### src/rtl/wdog_pkg.sv
package wdog_pkg;
  localparam int BYTE_W = 8;
  localparam logic [BYTE_W-1:0] KEY_FIRST  = 8'h55;
  localparam logic [BYTE_W-1:0] KEY_SECOND = 8'hAA;

  typedef struct packed {
    logic win_req;  // bit 1
    logic use_bus;  // bit 0
  } wdog_cfg_t;

  typedef enum logic {
    SEQ_IDLE  = 1'b0,
    SEQ_ARMED = 1'b1
  } seq_state_t;
endpackage

### src/rtl/wdog_cfg_lock.sv
module wdog_cfg_lock
  import wdog_pkg::*;
(
  input  logic      clk,
  input  logic      rst_n,
  input  logic      cfg_we,
  input  wdog_cfg_t cfg_in,
  output logic      locked,
  output wdog_cfg_t cfg_q
);
  // a single write is honoured, then the lock holds until reset
  always_ff @(posedge clk or negedge rst_n) begin
    if (!rst_n) begin
      locked <= 1'b0;
      cfg_q  <= '0;
    end else if (cfg_we && !locked) begin
      locked <= 1'b1;
      cfg_q  <= cfg_in;
    end
  end
endmodule

### src/rtl/wdog_tick_sync.sv
module wdog_tick_sync #(
  parameter int STAGES = 2
) (
  input  logic clk,
  input  logic rst_n,
  input  logic tick_in,
  output logic tick_rise
);
  logic [STAGES-1:0] sync_q;
  logic              last_q;

  generate
    if (STAGES == 1) begin : g_one
      always_ff @(posedge clk or negedge rst_n) begin
        if (!rst_n) sync_q <= '0;
        else        sync_q <= tick_in;
      end
    end else begin : g_chain
      always_ff @(posedge clk or negedge rst_n) begin
        if (!rst_n) sync_q <= '0;
        else        sync_q <= {sync_q[STAGES-2:0], tick_in};
      end
    end
  endgenerate

  always_ff @(posedge clk or negedge rst_n) begin
    if (!rst_n) last_q <= 1'b0;
    else        last_q <= sync_q[STAGES-1];
  end

  assign tick_rise = sync_q[STAGES-1] & ~last_q;
endmodule

### src/rtl/wdog_seq.sv
module wdog_seq
  import wdog_pkg::*;
(
  input  logic              clk,
  input  logic              rst_n,
  input  logic              svc_wr,
  input  logic [BYTE_W-1:0] svc_data,
  input  logic              restart,
  output logic              seq_done,
  output logic              seq_armed
);
  seq_state_t state_q, state_d;

  always_comb begin
    state_d = state_q;
    if (restart)     state_d = SEQ_IDLE;
    else if (svc_wr) state_d = (svc_data == KEY_FIRST) ? SEQ_ARMED : SEQ_IDLE;
  end

  always_ff @(posedge clk or negedge rst_n) begin
    if (!rst_n) state_q <= SEQ_IDLE;
    else        state_q <= state_d;
  end

  assign seq_armed = (state_q == SEQ_ARMED);
  assign seq_done  = svc_wr && (svc_data == KEY_SECOND) && seq_armed;
endmodule

### src/rtl/wdog_count.sv
module wdog_count #(
  parameter int PERIOD = 64,
  localparam int CNT_W = $clog2(PERIOD),
  localparam int OPEN_AT = PERIOD - PERIOD / 4
) (
  input  logic             clk,
  input  logic             rst_n,
  input  logic             inc,
  input  logic             win_act,
  input  logic             svc_wr,
  input  logic             seq_done,
  output logic [CNT_W-1:0] cnt,
  output logic             restart,
  output logic             rst_req
);
  logic early, accept, at_end, expire;

  assign early   = svc_wr & win_act & (cnt < CNT_W'(OPEN_AT));
  assign accept  = seq_done & ~early;
  assign at_end  = inc & (cnt == CNT_W'(PERIOD - 1));
  assign expire  = at_end & ~accept & ~early;
  assign restart = early | expire;

  always_ff @(posedge clk or negedge rst_n) begin
    if (!rst_n) begin
      cnt     <= '0;
      rst_req <= 1'b0;
    end else begin
      rst_req <= restart;
      if (restart || accept) cnt <= '0;
      else if (inc)          cnt <= cnt + 1'b1;
    end
  end
endmodule

### src/rtl/wdog_window.sv
module wdog_window
  import wdog_pkg::*;
#(
  parameter int PERIOD      = 64,
  parameter int ADDR_W      = 2,
  parameter int CFG_ADDR    = 0,
  parameter int SVC_ADDR    = 1,
  parameter int SYNC_STAGES = 2,
  localparam int CNT_W      = $clog2(PERIOD)
) (
  input  logic              clk,
  input  logic              rst_n,
  input  logic              wr_en,
  input  logic [ADDR_W-1:0] wr_addr,
  input  logic [BYTE_W-1:0] wr_data,
  input  logic              slow_tick,
  output logic              rst_req
);
  logic             cfg_we, svc_wr, cfg_locked, tick_rise, inc, win_act;
  logic             seq_done, seq_armed, restart;
  logic [CNT_W-1:0] cnt;
  wdog_cfg_t        cfg_in, cfg_q;

  assign cfg_we = wr_en && (wr_addr == ADDR_W'(CFG_ADDR));
  assign svc_wr = wr_en && (wr_addr == ADDR_W'(SVC_ADDR));
  assign cfg_in = wr_data[1:0];

  wdog_cfg_lock u_cfg (
    .clk(clk), .rst_n(rst_n), .cfg_we(cfg_we), .cfg_in(cfg_in),
    .locked(cfg_locked), .cfg_q(cfg_q)
  );

  wdog_tick_sync #(.STAGES(SYNC_STAGES)) u_tick (
    .clk(clk), .rst_n(rst_n), .tick_in(slow_tick), .tick_rise(tick_rise)
  );

  // window honoured only with the bus clock as source
  assign inc     = cfg_q.use_bus | tick_rise;
  assign win_act = cfg_q.use_bus & cfg_q.win_req;

  wdog_seq u_seq (
    .clk(clk), .rst_n(rst_n), .svc_wr(svc_wr), .svc_data(wr_data),
    .restart(restart), .seq_done(seq_done), .seq_armed(seq_armed)
  );

  wdog_count #(.PERIOD(PERIOD)) u_cnt (
    .clk(clk), .rst_n(rst_n), .inc(inc), .win_act(win_act),
    .svc_wr(svc_wr), .seq_done(seq_done), .cnt(cnt),
    .restart(restart), .rst_req(rst_req)
  );
endmodule

### config.mk
export PLATFORM = sky130hd
export DESIGN_NAME = wdog_window
export DESIGN_NICKNAME = d
export VERILOG_FILES = /design/src/rtl/wdog_pkg.sv /design/src/rtl/wdog_cfg_lock.sv /design/src/rtl/wdog_tick_sync.sv /design/src/rtl/wdog_seq.sv /design/src/rtl/wdog_count.sv /design/src/rtl/wdog_window.sv
export SDC_FILE = /design/constraint.sdc
export NUM_CORES = 1
export LEC_CHECK = 0
export BUFFER_PORTS_ARGS = -buffer_cell sky130_fd_sc_hd__buf_2
export CAP_MARGIN = 20
export CORE_MARGIN = 3
export CORE_UTILIZATION = 45
export DETAILED_ROUTE_END_ITERATION = 8
export GPL_ROUTABILITY_DRIVEN = 0
export PLACE_DENSITY = 0.71
export SLEW_MARGIN = 20
export SYNTH_ARGS = -nofsm -noshare
export SYNTH_HDL_FRONTEND = slang
export SYNTH_SLANG_ARGS = --single-unit
export TNS_END_PERCENT = 1
### constraint.sdc
create_clock -name clk -period 1.1 [get_ports clk]
set_input_delay 0.22 -clock clk [delete_from_list [all_inputs] [get_ports clk]]
set_output_delay 0.22 -clock clk [all_outputs]
set_load 0.02 [all_outputs]
# Word level (Yosys, flattened, before mapping)

Cells that the tools add are included.
Widths: inputs -> output; s select.

Input bits: 14
Register bits: 14

Bitwise gates (word level): 13
Reduce and logical (&&, ||, !) cells: 10
Add/subtract/negate cells: 1
Equality and inequality tests: 4
Magnitude comparators: 1
Muxes and demuxes: 5

Operators with widths:

| kind                | count |
|---|---|
| $mux 6              | 2 |
| $and 1x1->1         | 8 |
| $eq 8x7->1 const B  | 1 |
| $eq 8x8->1 const B  | 1 |
| $add 6x1->6 const B | 1 |
| $eq 6x6->1 const B  | 1 |
| $lt 6x6->1 const B  | 1 |
| $logic_and 1x1->1   | 5 |
| $reduce_bool 2->1   | 2 |
| $mux 1              | 3 |
| $not 1->1           | 3 |
| $eq 2x1->1 const B  | 1 |
| $logic_not 2->1     | 1 |
| $or 1x1->1          | 2 |
| $logic_not 1->1     | 1 |
| $logic_or 1x1->1    | 1 |

# Logic depth before layout (Yosys ltp)

Gate-level depths: netlist of run 1.

Depth in word-level cells: 12
Gate-level depth with buffers: 4

# Modules after synthesis

Synthesis of run 1 repeated with hierarchy kept, for this count alone.

Cell total of the unflattened synthesis: 60
Area, all modules: 711.9 um2

Modules (own cells, without submodules):

| module         | sequential area each (um2) | cells each | instances | area an instance (um2) |
|---|---|---|---|---|
| wdog_count     | 175.2                      | 36         | 1         | 366.6 |
| wdog_cfg_lock  | 75.1                       | 7          | 1         | 125.1 |
| wdog_seq       | 25.0                       | 9          | 1         | 97.6 |
| wdog_tick_sync | 75.1                       | 4          | 1         | 88.8 |
| wdog_window    | 0.0                        | 4          | 1         | 33.8 |

# Least setup slack after synthesis of run 1

OpenSTA, ideal clock, no wires.

Path kind: register -> register
From: register u_cnt.cnt[0]
To: register u_cnt.cnt[4]
Arrival: 936 ps
Clock period less this slack: 1,054 ps
Cell stages (with the launch flop): 5
Setup time: 118 ps
Path buffers: 0
Setup slack: 46 ps
Cell sequence: dfrtp_1 ha_1 o2111ai_1 xor2_1 nor2_1

Word-level cells in the longest chain between the ends: 10
Elaborated cells on any way between the ends: 15

RTL lines:

| what                                        | RTL line                           | RTL |
|---|---|---|
| from (decl)                                 | wdog_count.sv:12                   | `output logic [CNT_W-1:0] cnt,` |
| from (signal assigned)                      | wdog_count.sv:31                   | `else if (inc) cnt <= cnt + 1'b1;` |
| $lt 6x6->1                                  | wdog_count.sv:18                   | `assign early = svc_wr & win_act & (cnt < CNT_W'(OPEN_AT));` |
| $and 1x1->1                                 | wdog_count.sv:18                   |  |
| $not 1->1                                   | wdog_count.sv:19, wdog_count.sv:21 |  |
| $and 1x1->1                                 | wdog_count.sv:19                   | `assign accept = seq_done & ~early;` |
| $not 1->1                                   | wdog_count.sv:21                   | `assign expire = at_end & ~accept & ~early;` |
| $and 1x1->1 (2 in a row)                    | wdog_count.sv:21                   |  |
| $or 1x1->1                                  | wdog_count.sv:22                   | `assign restart = early \| expire;` |
| $logic_or 1x1->1                            | wdog_count.sv:30                   | `if (restart \|\| accept) cnt <= '0;` |
| $mux 6 or $reduce_bool 2->1 (tied branches) | n/a                                |  |

Several ways; a longest one is shown, not always the timed one. The select of a mux whose other input is x is not followed.
A chain may end at the register's enable or synchronous reset.

# Worst setup path in the final report of run 1

From: register u_tick.sync_q[1]
To: register u_cnt.cnt[1]

Word-level cells in the longest chain between the ends: 8
Elaborated cells on any way between the ends: 9

RTL lines:

| what                                        | RTL line             | RTL |
|---|---|---|
| from (decl)                                 | wdog_tick_sync.sv:9  | `logic [STAGES-1:0] sync_q;` |
| from (signal assigned)                      | wdog_tick_sync.sv:21 | `else sync_q <= {sync_q[STAGES-2:0], tick_in};` |
| $and 1x1->1 (*)                             | wdog_tick_sync.sv:31 | `assign tick_rise = sync_q[STAGES-1] & ~last_q;` |
| $or 1x1->1 (*)                              | wdog_window.sv:38    | `assign inc = cfg_q.use_bus \| tick_rise;` |
| $and 1x1->1                                 | wdog_count.sv:20     | `assign at_end = inc & (cnt == CNT_W'(PERIOD - 1));` |
| $and 1x1->1 (2 in a row)                    | wdog_count.sv:21     |  |
| $or 1x1->1                                  | wdog_count.sv:22     |  |
| $logic_or 1x1->1                            | wdog_count.sv:30     |  |
| $mux 6 or $reduce_bool 2->1 (tied branches) | n/a                  |  |

Every way passes the cells marked *; elsewhere a longest branch is shown, timed or not.

==> flow_metrics.tcl, run 1 <==
set metrics [dict create \
    post_synth.cell_area_avg_um2 11.7 \
    routed_wire_length_mm 1.23 \
    internal-power_mw 1.13 \
    path_clk_slew_ns 0.08 \
    crit_type "register to register" \
    final.hold.worst_slack_ns 0.0448 \
    fin_worst_skew_ns 0.00783 \
    critical_path.endpoint_type "register" \
    grt_pass1_wl_mm 2.19 \
    overflow 0 \
    post-route-drc-count 0 \
    place_hpwl_um 953 \
    worstPathMaxFanout 7 \
    cts_tree "yes" \
    dp_worst_setup_slack_ns -0.0770 \
    htree_num_levels 1 \
    p_seq_frac 0.467 \
    post_route_cells_drive_above_1_share 0.439 \
    placedInstanceArea_um2 808 \
    layout.filler_cells 119 \
    static_leakage_nw 0.408 \
    finalNetCount 98 \
    setup-violations-final 2 \
    boundaryPins 15 \
    floorplan.die.width_um 44.9 \
    clk_latency_worst_skew_pair_ns 0.28 \
    p_sw_frac 0.304 \
    combPwrFrac 0.307 \
    max_cap_violations 0 \
    placeable_core_region_um2 1350 \
    power_density_nw_per_um2 1870 \
    clockRootBuffer "clkbuf_4" \
    drt-pass1-iter-count 2 \
    outcome "finished with violations" \
    cts_post_setup_buffers_inserted 0 \
    floorplan.die_area_um2 2010 \
    worstHoldPathType "input port to register" \
    total_cts_buffers 3 \
    finalCoreUtilization 0.641 \
    yosysUniqueCellTypes 26 \
    antenna_found_initial 0 \
    routed-via-count 515 \
    detail_route.vias_per_cell 5.31 \
    peakVddDrop_mv 0.988 \
    ys.warnings.count 0 \
    wp_data_arrival_ns 1.32 \
    synth.yosys.seq_area_share 0.516 \
    postSynthNetCount 73 \
    max_freq_mhz 898 \
    fin_total_pwr_mw 1.62 \
    min_period_over_period 1.01 \
    cp_data_required_time_ns 1.31 \
    cts.sinks 14 \
    cp-start-kind "register" \
    ys_ff_latch 14 \
    detailed_route_iter0_violations 6 \
    violated_checks "negative setup slack" \
    clock_network_fraction_of_design_power 0.226 \
    period_minus_slack_ns 1.11 \
    start_util 0.503 \
    insertedDiodeCount 0 \
    rows 13 \
    vias_in_the_first_global_route 510 \
    synthToLayoutAreaGrowth_pct 27.4 \
    hold_viol 0 \
    grt_start_max_net_pins 15 \
    slew_viol_final 0 \
    post_synth_inst_count 58 \
    wire_per_inst_um 12.7 \
    setup_slack_ns -0.0142 \
    floorplan.die.height_um 44.9 \
    slew_headroom 0.799 \
    worst_slew_pin_slew_ns 0.301 \
    io_buffers 14 \
    grt_use_total 0.158 \
    clk_path_buf_depth 2 \
    postLayoutCellArea_um2 866 \
    syn_area_um2 679 \
    grt_setup_unrepaired "yes" \
    p_sw_mw 0.493 \
    drt.antenna.violating_nets 0 \
]
[cell type report]
type / count / area, um^2 / area share
sequential: 14 / 352 / 0.406
clock buffer: 4 / 36.3 / 0.0419
multi-input combinational: 43 / 334 / 0.386
timing repair buffer: 21 / 125 / 0.145
tap: 15 / 18.8 / 0.0217
[placed cells by master, fill, tap and decap left out, types with 3 or more instances in the layout]
master and n:
buf_2 14, dfrtp_1 13, nor2_1 6, buf_4 6, xor2_1 5, nand2_1 3
o2111ai_1 3, clkbuf_4 3
[synthesized netlist by cell type]
| master | number | area share |
|---|---|---|
| and2_1 | 1 | 0.0092 |
| dfrtp_1 | 14 | 0.52 |
| and3b_1 | 1 | 0.013 |
| nor4bb_1 | 2 | 0.029 |
| nor2_1 | 6 | 0.033 |
| o21ai_0 | 2 | 0.015 |
| xor2_1 | 5 | 0.064 |
| ha_1 | 1 | 0.018 |
| and2b_1 | 1 | 0.011 |
| nand3_1 | 1 | 0.0074 |
| nor2b_2 | 1 | 0.013 |
| o2111ai_2 | 1 | 0.022 |
| nor3b_1 | 2 | 0.022 |
| buf_2 | 1 | 0.0074 |
| a21oi_2 | 2 | 0.026 |
| nand4_1 | 2 | 0.018 |
| and3_1 | 1 | 0.0092 |
| and4bb_2 | 1 | 0.018 |
| o2111ai_1 | 3 | 0.039 |
| or2_2 | 1 | 0.0092 |
| and4_1 | 1 | 0.013 |
| nand2_1 | 3 | 0.017 |
| mux2_2 | 2 | 0.033 |
| o21ai_2 | 1 | 0.013 |
| nand2b_1 | 1 | 0.0092 |
| nand3_2 | 1 | 0.015 |
[sequential cells by signal (all words and copies together) (netlist names)]
signal / count
u_tick.sync_q: 2
u_tick.last_q: 1
u_cnt.cnt: 6
u_seq.seq_armed: 1
u_cfg.locked: 1
u_cnt.rst_req: 1
u_cfg.cfg_q: 2
[power by group through the flow]
stage | logic (mW) | clock network, mW | registers (mW)
CTS | 0.485 | 0.383 | 0.750
finish | 0.496 | 0.366 | 0.756
global route | 0.559 | 0.410 | 0.776
floorplan | 0.270 | 0 | 0.753
detailed placement | 0.474 | 0 | 0.761
global placement | 0.475 | 0 | 0.754
[timing repair]
item                                    4_1_cts  5_1_grt
endpoints found under the hold margin        14        0
endpoints found under the setup margin        6        7
resized for setup                             1        2
hold buffers                                  1        0
pin swaps                                     4        4
[metal layers]
layer | wire length [um] | GRT usage
met1 | 571 | 0.197
met4 | 31 | 0.105
met3 | 34 | 0.0478
met2 | 595 | 0.235
met5 | 0 | 0
[stage by stage]
| stage | setup TNS [ns] | cells |
|---|---|---|
| floorplan | 0 | 58 |
| global placement | -0.293 | 92 |
| detailed placement | -0.369 | 92 |
| CTS | -0.149 | 97 |
| global route | -0.359 | 97 |
| finish | -0.0160 | 97 |
[worst paths after layout]
path / startpoint / to / slack [ns] / cells past startpoint
worst max register to register: u_tick.sync_q[1] / u_cnt.cnt[1] / -0.01 / 4
worst min register to register: u_tick.sync_q[0] / u_tick.sync_q[1] / 0.38 / 0
max in group asynchronous: rst_n / u_cfg.cfg_q[0] / 0.51 / 2
min in group asynchronous: rst_n / u_seq.seq_armed / 0.35 / 2
worst max-delay path: u_tick.sync_q[1] / u_cnt.cnt[1] / -0.01 / 4
worst min-delay path: slow_tick / u_tick.sync_q[0] / 0.04 / 1
[logic make-up (layout without fill, tap and decap cells)]
group	count (synthesis)	count (layout)	synth area share
AO/OA/AOI/OAI	9	9	0.114
XOR/XNOR	5	5	0.0645
adder cells (fa/ha/maj)	1	1	0.0184
buffers and inverters	1	25	0.00736
flip-flops	14	14	0.516
multiplexers	2	2	0.0331
AND/OR/NAND/NOR	26	26	0.247
[worst max-delay path, cell delays in order (launching register included)]
cell       delay [ns]
dfrtp_1          0.40
nor2b_4          0.15
o2111ai_2        0.22
nand3_2          0.15
a21oi_2          0.13
Note: power is estimated with default switching activity, not from simulation.
==> run 2: changes to the inputs <==
--- a/config.mk
+++ b/config.mk
@@ -7,11 +7,12 @@
 export LEC_CHECK = 0
 export BUFFER_PORTS_ARGS = -buffer_cell sky130_fd_sc_hd__buf_2
 export CAP_MARGIN = 20
+export CORE_ASPECT_RATIO = 1.1
 export CORE_MARGIN = 3
 export CORE_UTILIZATION = 45
 export DETAILED_ROUTE_END_ITERATION = 8
 export GPL_ROUTABILITY_DRIVEN = 0
-export PLACE_DENSITY = 0.71
+export PLACE_DENSITY = 0.77
 export SLEW_MARGIN = 20
 export SYNTH_ARGS = -nofsm -noshare
 export SYNTH_HDL_FRONTEND = slang
==> run 2 against run 1 <==
Against the previous run:
- the run still ends with negative setup slack left
- cell area rose by 0.14%
- total power fell by 3.0%
- first-iteration DRC count did not move
- worst setup slack got worse by 0.0061 ns
- highest routed layer is now met3
==> flow_metrics.tcl, run 2 (synthesized netlist as in run 1, its figures left out) <==
set metrics [dict create \
    final-instance-count-excl-fill 97 \
    post_route_cells_drive_above_1_share 0.444 \
    clockRootBuffer "clkbuf_4" \
    finalNetCount 98 \
    internal-power_mw 1.06 \
    period_minus_slack_ns 1.12 \
    routed_wire_length_mm 1.26 \
    violated_checks "negative setup slack" \
    post-route-drc-count 0 \
    grt_start_max_net_pins 15 \
    p_seq_frac 0.489 \
    setup-violations-final 3 \
    start_util 0.485 \
    io_buffers 14 \
    layout.filler_cells 126 \
    place_hpwl_um 950 \
    grt_pass1_wl_mm 2.10 \
    crit_type "register to register" \
    grt_use_total 0.143 \
    htree_num_levels 1 \
    antenna_found_initial 0 \
    dp_worst_setup_slack_ns -0.113 \
    biggestRegsByFlops "u_cnt.cnt x6, u_cfg.cfg_q x2, u_tick.sync_q x2" \
    insertedDiodeCount 0 \
    cp_cell_sequence "nor2b_4 -> o2111ai_4 -> nand3_2 -> a21oi_2" \
    worst_slew_pin_slew_ns 0.299 \
    clk_path_buf_depth 2 \
    min_period_over_period 1.02 \
    cp-start-kind "register" \
    rows 14 \
    peakVddDrop_mv 1.31 \
    max_freq_mhz 893 \
    slew_viol_final 0 \
    static_leakage_nw 0.400 \
    cp_num_buf_inv 0 \
    critical_path.endpoint_type "register" \
    p_sw_frac 0.326 \
    dp_cells 92 \
    overflow 0 \
    power_density_nw_per_um2 1810 \
    placedInstanceArea_um2 802 \
    cts_tree "yes" \
    critical-path-max-stage-delay_ns 0.39 \
    post_route_setup_tns_ns -0.0309 \
    drt.antenna.violating_nets 0 \
    timing.critical_path.max_delay_family "flip-flops" \
    total_cts_buffers 3 \
    path_clk_slew_ns 0.08 \
    floorplan.die.height_um 46.8 \
    detail_route.vias_per_cell 5.38 \
    postLayoutCellArea_um2 867 \
    max_cap_violations 0 \
    fin_worst_skew_ns 0.00270 \
    regMostFlops "u_cnt.cnt" \
    cp_data_required_time_ns 1.30 \
    floorplan.die_area_um2 2010 \
    drt-pass1-iter-count 4 \
    flip_flop_count_of_the_largest_register_all_copies_and_words_added 6 \
    fin_total_pwr_mw 1.57 \
    most-common-layout-cells "buf_2 (14), dfrtp_1 (13), nor2_1 (6), buf_4 (6), xor2_1 (5)" \
    vias_in_the_first_global_route 499 \
    cp_slowest_cell "dfrtp_1" \
    combPwrFrac 0.333 \
    wire_per_inst_um 13.0 \
    boundaryPins 15 \
    worstHoldPathType "input port to register" \
    wp_data_arrival_ns 1.32 \
    slew_headroom 0.801 \
    placeable_core_region_um2 1400 \
    p_sw_mw 0.511 \
    synthToLayoutAreaGrowth_pct 27.6 \
    final_common_cell "buf_2" \
    clock_network_fraction_of_design_power 0.178 \
    hold_viol 0 \
    floorplan.die.width_um 43.0 \
    detailed_route_iter0_violations 6 \
    finalCoreUtilization 0.619 \
    grt_setup_unrepaired "yes" \
    cts.sinks 14 \
    outcome "finished with violations" \
    final.hold.worst_slack_ns 0.0475 \
    routed-via-count 522 \
    worstPathMaxFanout 7 \
    clk_latency_worst_skew_pair_ns 0.27 \
    setup_slack_ns -0.0202 \
]
[run 2: per-layer routing]
layer	global-route usage	routed length, um
met3	0.0460	34
met1	0.169	535
met4	0.0542	0
met5	0	0
met2	0.249	689
[run 2: worst paths after layout]
check / start / to / slack (ns) / cells past startpoint
worst max-delay path: u_tick.sync_q[1] / u_cnt.cnt[1] / -0.02 / 4
worst min-delay path: slow_tick / u_tick.sync_q[0] / 0.05 / 1
worst max register to register: u_tick.sync_q[1] / u_cnt.cnt[1] / -0.02 / 4
worst min register to register: u_tick.sync_q[0] / u_tick.sync_q[1] / 0.37 / 0
max in group asynchronous: rst_n / u_cfg.cfg_q[0] / 0.50 / 2
min in group asynchronous: rst_n / u_cnt.cnt[2] / 0.36 / 2
[run 2: timing repair]
item	CTS	global route
gates resized for setup	2	3
pin swaps	5	1
endpoints found under the setup margin	6	7
setup buffers	1	0
hold buffers	1	0
endpoints found under the hold margin	14	0
[run 2: layout make-up]
| class | instances | area [um^2] | share of cell area |
|---|---|---|---|
| multi-input combinational | 43 | 348 | 0.401 |
| timing repair buffer | 21 | 125 | 0.144 |
| sequential | 14 | 352 | 0.405 |
| clock buffer | 3 | 22.5 | 0.0260 |
| tap | 16 | 20.0 | 0.0231 |
[run 2: power groups by stage]
stage	Combinational (mW)	Clock (mW)	Sequential (mW)
6_report	0.523	0.280	0.767
5_1_grt	0.581	0.315	0.791
4_1_cts	0.505	0.292	0.757
3_5_place_dp	0.480	0	0.763
3_3_place_gp	0.462	0	0.753
2_1_floorplan	0.270	0	0.753
==> run 3: changes to the inputs <==
--- a/config.mk
+++ b/config.mk
@@ -13,6 +13,7 @@
 export DETAILED_ROUTE_END_ITERATION = 8
 export GPL_ROUTABILITY_DRIVEN = 0
 export PLACE_DENSITY = 0.77
+export SETUP_SLACK_MARGIN = 0.05
 export SLEW_MARGIN = 20
 export SYNTH_ARGS = -nofsm -noshare
 export SYNTH_HDL_FRONTEND = slang
==> run 3 against run 2 <==
Against the previous run:
- the run still ends with negative setup slack left
- core utilization rose by 2.9 points
- critical endpoint is now u_cnt.cnt[4]
- largest power group unchanged
- non-clock buffer count stayed put
- clock power grew 34%
==> flow_metrics.tcl, run 3 (synthesized netlist as in run 1, its figures left out) <==
set metrics [dict create \
    outcome "finished with violations" \
    violated_checks "negative setup slack" \
    hold_viol 0 \
    rows 14 \
    regMostFlops "u_cnt.cnt" \
    peakVddDrop_mv 1.04 \
    drt.antenna.violating_nets 0 \
    cp_slowest_cell "dfrtp_1" \
    slew_headroom 0.778 \
    boundaryPins 15 \
    vias_in_the_first_global_route 529 \
    insertedDiodeCount 0 \
    io_buffers 14 \
    period_minus_slack_ns 1.13 \
    start_util 0.485 \
    synthToLayoutAreaGrowth_pct 33.7 \
    routed-via-count 531 \
    worstPathMaxFanout 7 \
    detail_route.vias_per_cell 5.42 \
    flip_flop_count_of_the_largest_register_all_copies_and_words_added 6 \
    path_clk_slew_ns 0.09 \
    floorplan.die_area_um2 2010 \
    dp_cells 92 \
    crit_type "register to register" \
    grt_start_max_net_pins 15 \
    cp_cell_sequence "nor2b_4 -> o2111ai_1 -> xor2_1 -> nor2_1" \
    worst_slew_pin_slew_ns 0.332 \
    grt_pass1_wl_mm 2.37 \
    grt_use_total 0.163 \
    max_cap_violations 0 \
    floorplan.die.width_um 43.0 \
    slew_viol_final 0 \
    drt-pass1-iter-count 2 \
    cp_data_required_time_ns 1.32 \
    post-route-drc-count 0 \
    grt_setup_unrepaired "yes" \
    max_freq_mhz 882 \
    post_route_setup_tns_ns -0.0452 \
    clk_path_buf_depth 2 \
    post_route_cells_drive_above_1_share 0.463 \
    critical_path.endpoint_type "register" \
    placeable_core_region_um2 1400 \
    static_leakage_nw 0.412 \
    fin_worst_skew_ns 0.00771 \
    timing.critical_path.max_delay_family "flip-flops" \
    placedInstanceArea_um2 805 \
    final_common_cell "buf_2" \
    clk_latency_worst_skew_pair_ns 0.28 \
    setup_slack_ns -0.0334 \
    detailed_route_iter0_violations 5 \
    most-common-layout-cells "buf_2 (14), dfrtp_1 (13), nor2_1 (6), buf_4 (6), xor2_1 (5)" \
    wp_data_arrival_ns 1.35 \
    final.hold.worst_slack_ns 0.0422 \
    finalNetCount 98 \
    cp-start-kind "register" \
    cts_tree "yes" \
    cts.sinks 14 \
    antenna_found_initial 0 \
    htree_num_levels 1 \
    setup-violations-final 3 \
    total_cts_buffers 3 \
    critical-path-max-stage-delay_ns 0.40 \
    worstHoldPathType "input port to register" \
    power_density_nw_per_um2 1970 \
    biggestRegsByFlops "u_cnt.cnt x6, u_cfg.cfg_q x2, u_tick.sync_q x2" \
    min_period_over_period 1.03 \
    cp_num_buf_inv 0 \
    floorplan.die.height_um 46.8 \
    postLayoutCellArea_um2 908 \
    clockRootBuffer "clkbuf_4" \
    wire_per_inst_um 15.4 \
    final-instance-count-excl-fill 98 \
    finalCoreUtilization 0.648 \
    routed_wire_length_mm 1.51 \
    overflow 0 \
]
==> run 3: cell types whose count changed in the layout (fill, tap and decap cells not counted) <==
cell / before / now
mux2_4: 0 / 1
o2111ai_1: 3 / 2
o21ai_0: 2 / 1
nand3_4: 0 / 1
o2111ai_2: 0 / 1
nand3_2: 1 / 0
o21ai_1: 0 / 1
ha_2: 1 / 0
clkbuf_8: 0 / 1
mux2_2: 2 / 1
ha_4: 0 / 1
==> run 3: path summary, 6_finish.rpt <==
| path | startpoint | end | slack [ns] | cells past startpoint |
|---|---|---|---|---|
| min | slow_tick | u_tick.sync_q[0] | 0.04 | 1 |
| min reg2reg | u_tick.sync_q[0] | u_tick.sync_q[1] | 0.37 | 0 |
| max reg2reg | u_tick.last_q | u_cnt.cnt[4] | -0.03 | 4 |
| max in group asynchronous | rst_n | u_cfg.cfg_q[0] | 0.49 | 2 |
| min in group asynchronous | rst_n | u_cnt.cnt[2] | 0.34 | 2 |
| max | u_tick.last_q | u_cnt.cnt[4] | -0.03 | 4 |
==> run 3: repair_timing <==
| action | in CTS | in global routing |
|---|---|---|
| hold buffers | 1 | 0 |
| gates resized for setup | 6 | 3 |
| buffers inserted | 0 | 1 |
| endpoints found under the hold margin | 14 | 0 |
| pin swaps | 6 | 3 |
| endpoints found under the setup margin | 8 | 10 |
==> run 3: routing by layer <==
metal	vias up	global-route usage	part of all wire
li1	262	-	-
met1	259	0.182	0.42
met2	8	0.296	0.55
met3	2	0.0460	0.021
met4	0	0.0723	0.0093
met5	-	0	0
==> run 3: through the flow <==
stage	power [mW]	worst slack, ns
6_report	1.79	-0.0334
5_1_grt	1.89	-0.0972
4_1_cts	1.72	-0.0117
3_5_place_dp	1.25	-0.0771
3_3_place_gp	1.22	-0.0574
2_1_floorplan	1.03	0.0496
==> run 3: final cells by class <==
class / count / area, um^2
Tap cell: 16 / 20.0
Multi-Input combinational cell: 43 / 375
Clock buffer: 4 / 36.3
Sequential cell: 14 / 352
Fill cell: 118 / 493
Timing Repair Buffer: 21 / 125
==> run 3: worst register-to-register path, stage by stage, from the launching register on <==
cell and delay, ns:
dfrtp_1 0.40, nor2b_4 0.23, o2111ai_1 0.17, xor2_1 0.17, nor2_1 0.11
==> run 3: report_power, final <==
part	switching, mW	internal, mW
clock	0.174	0.201
sequential	0.144	0.650
combinational	0.274	0.344
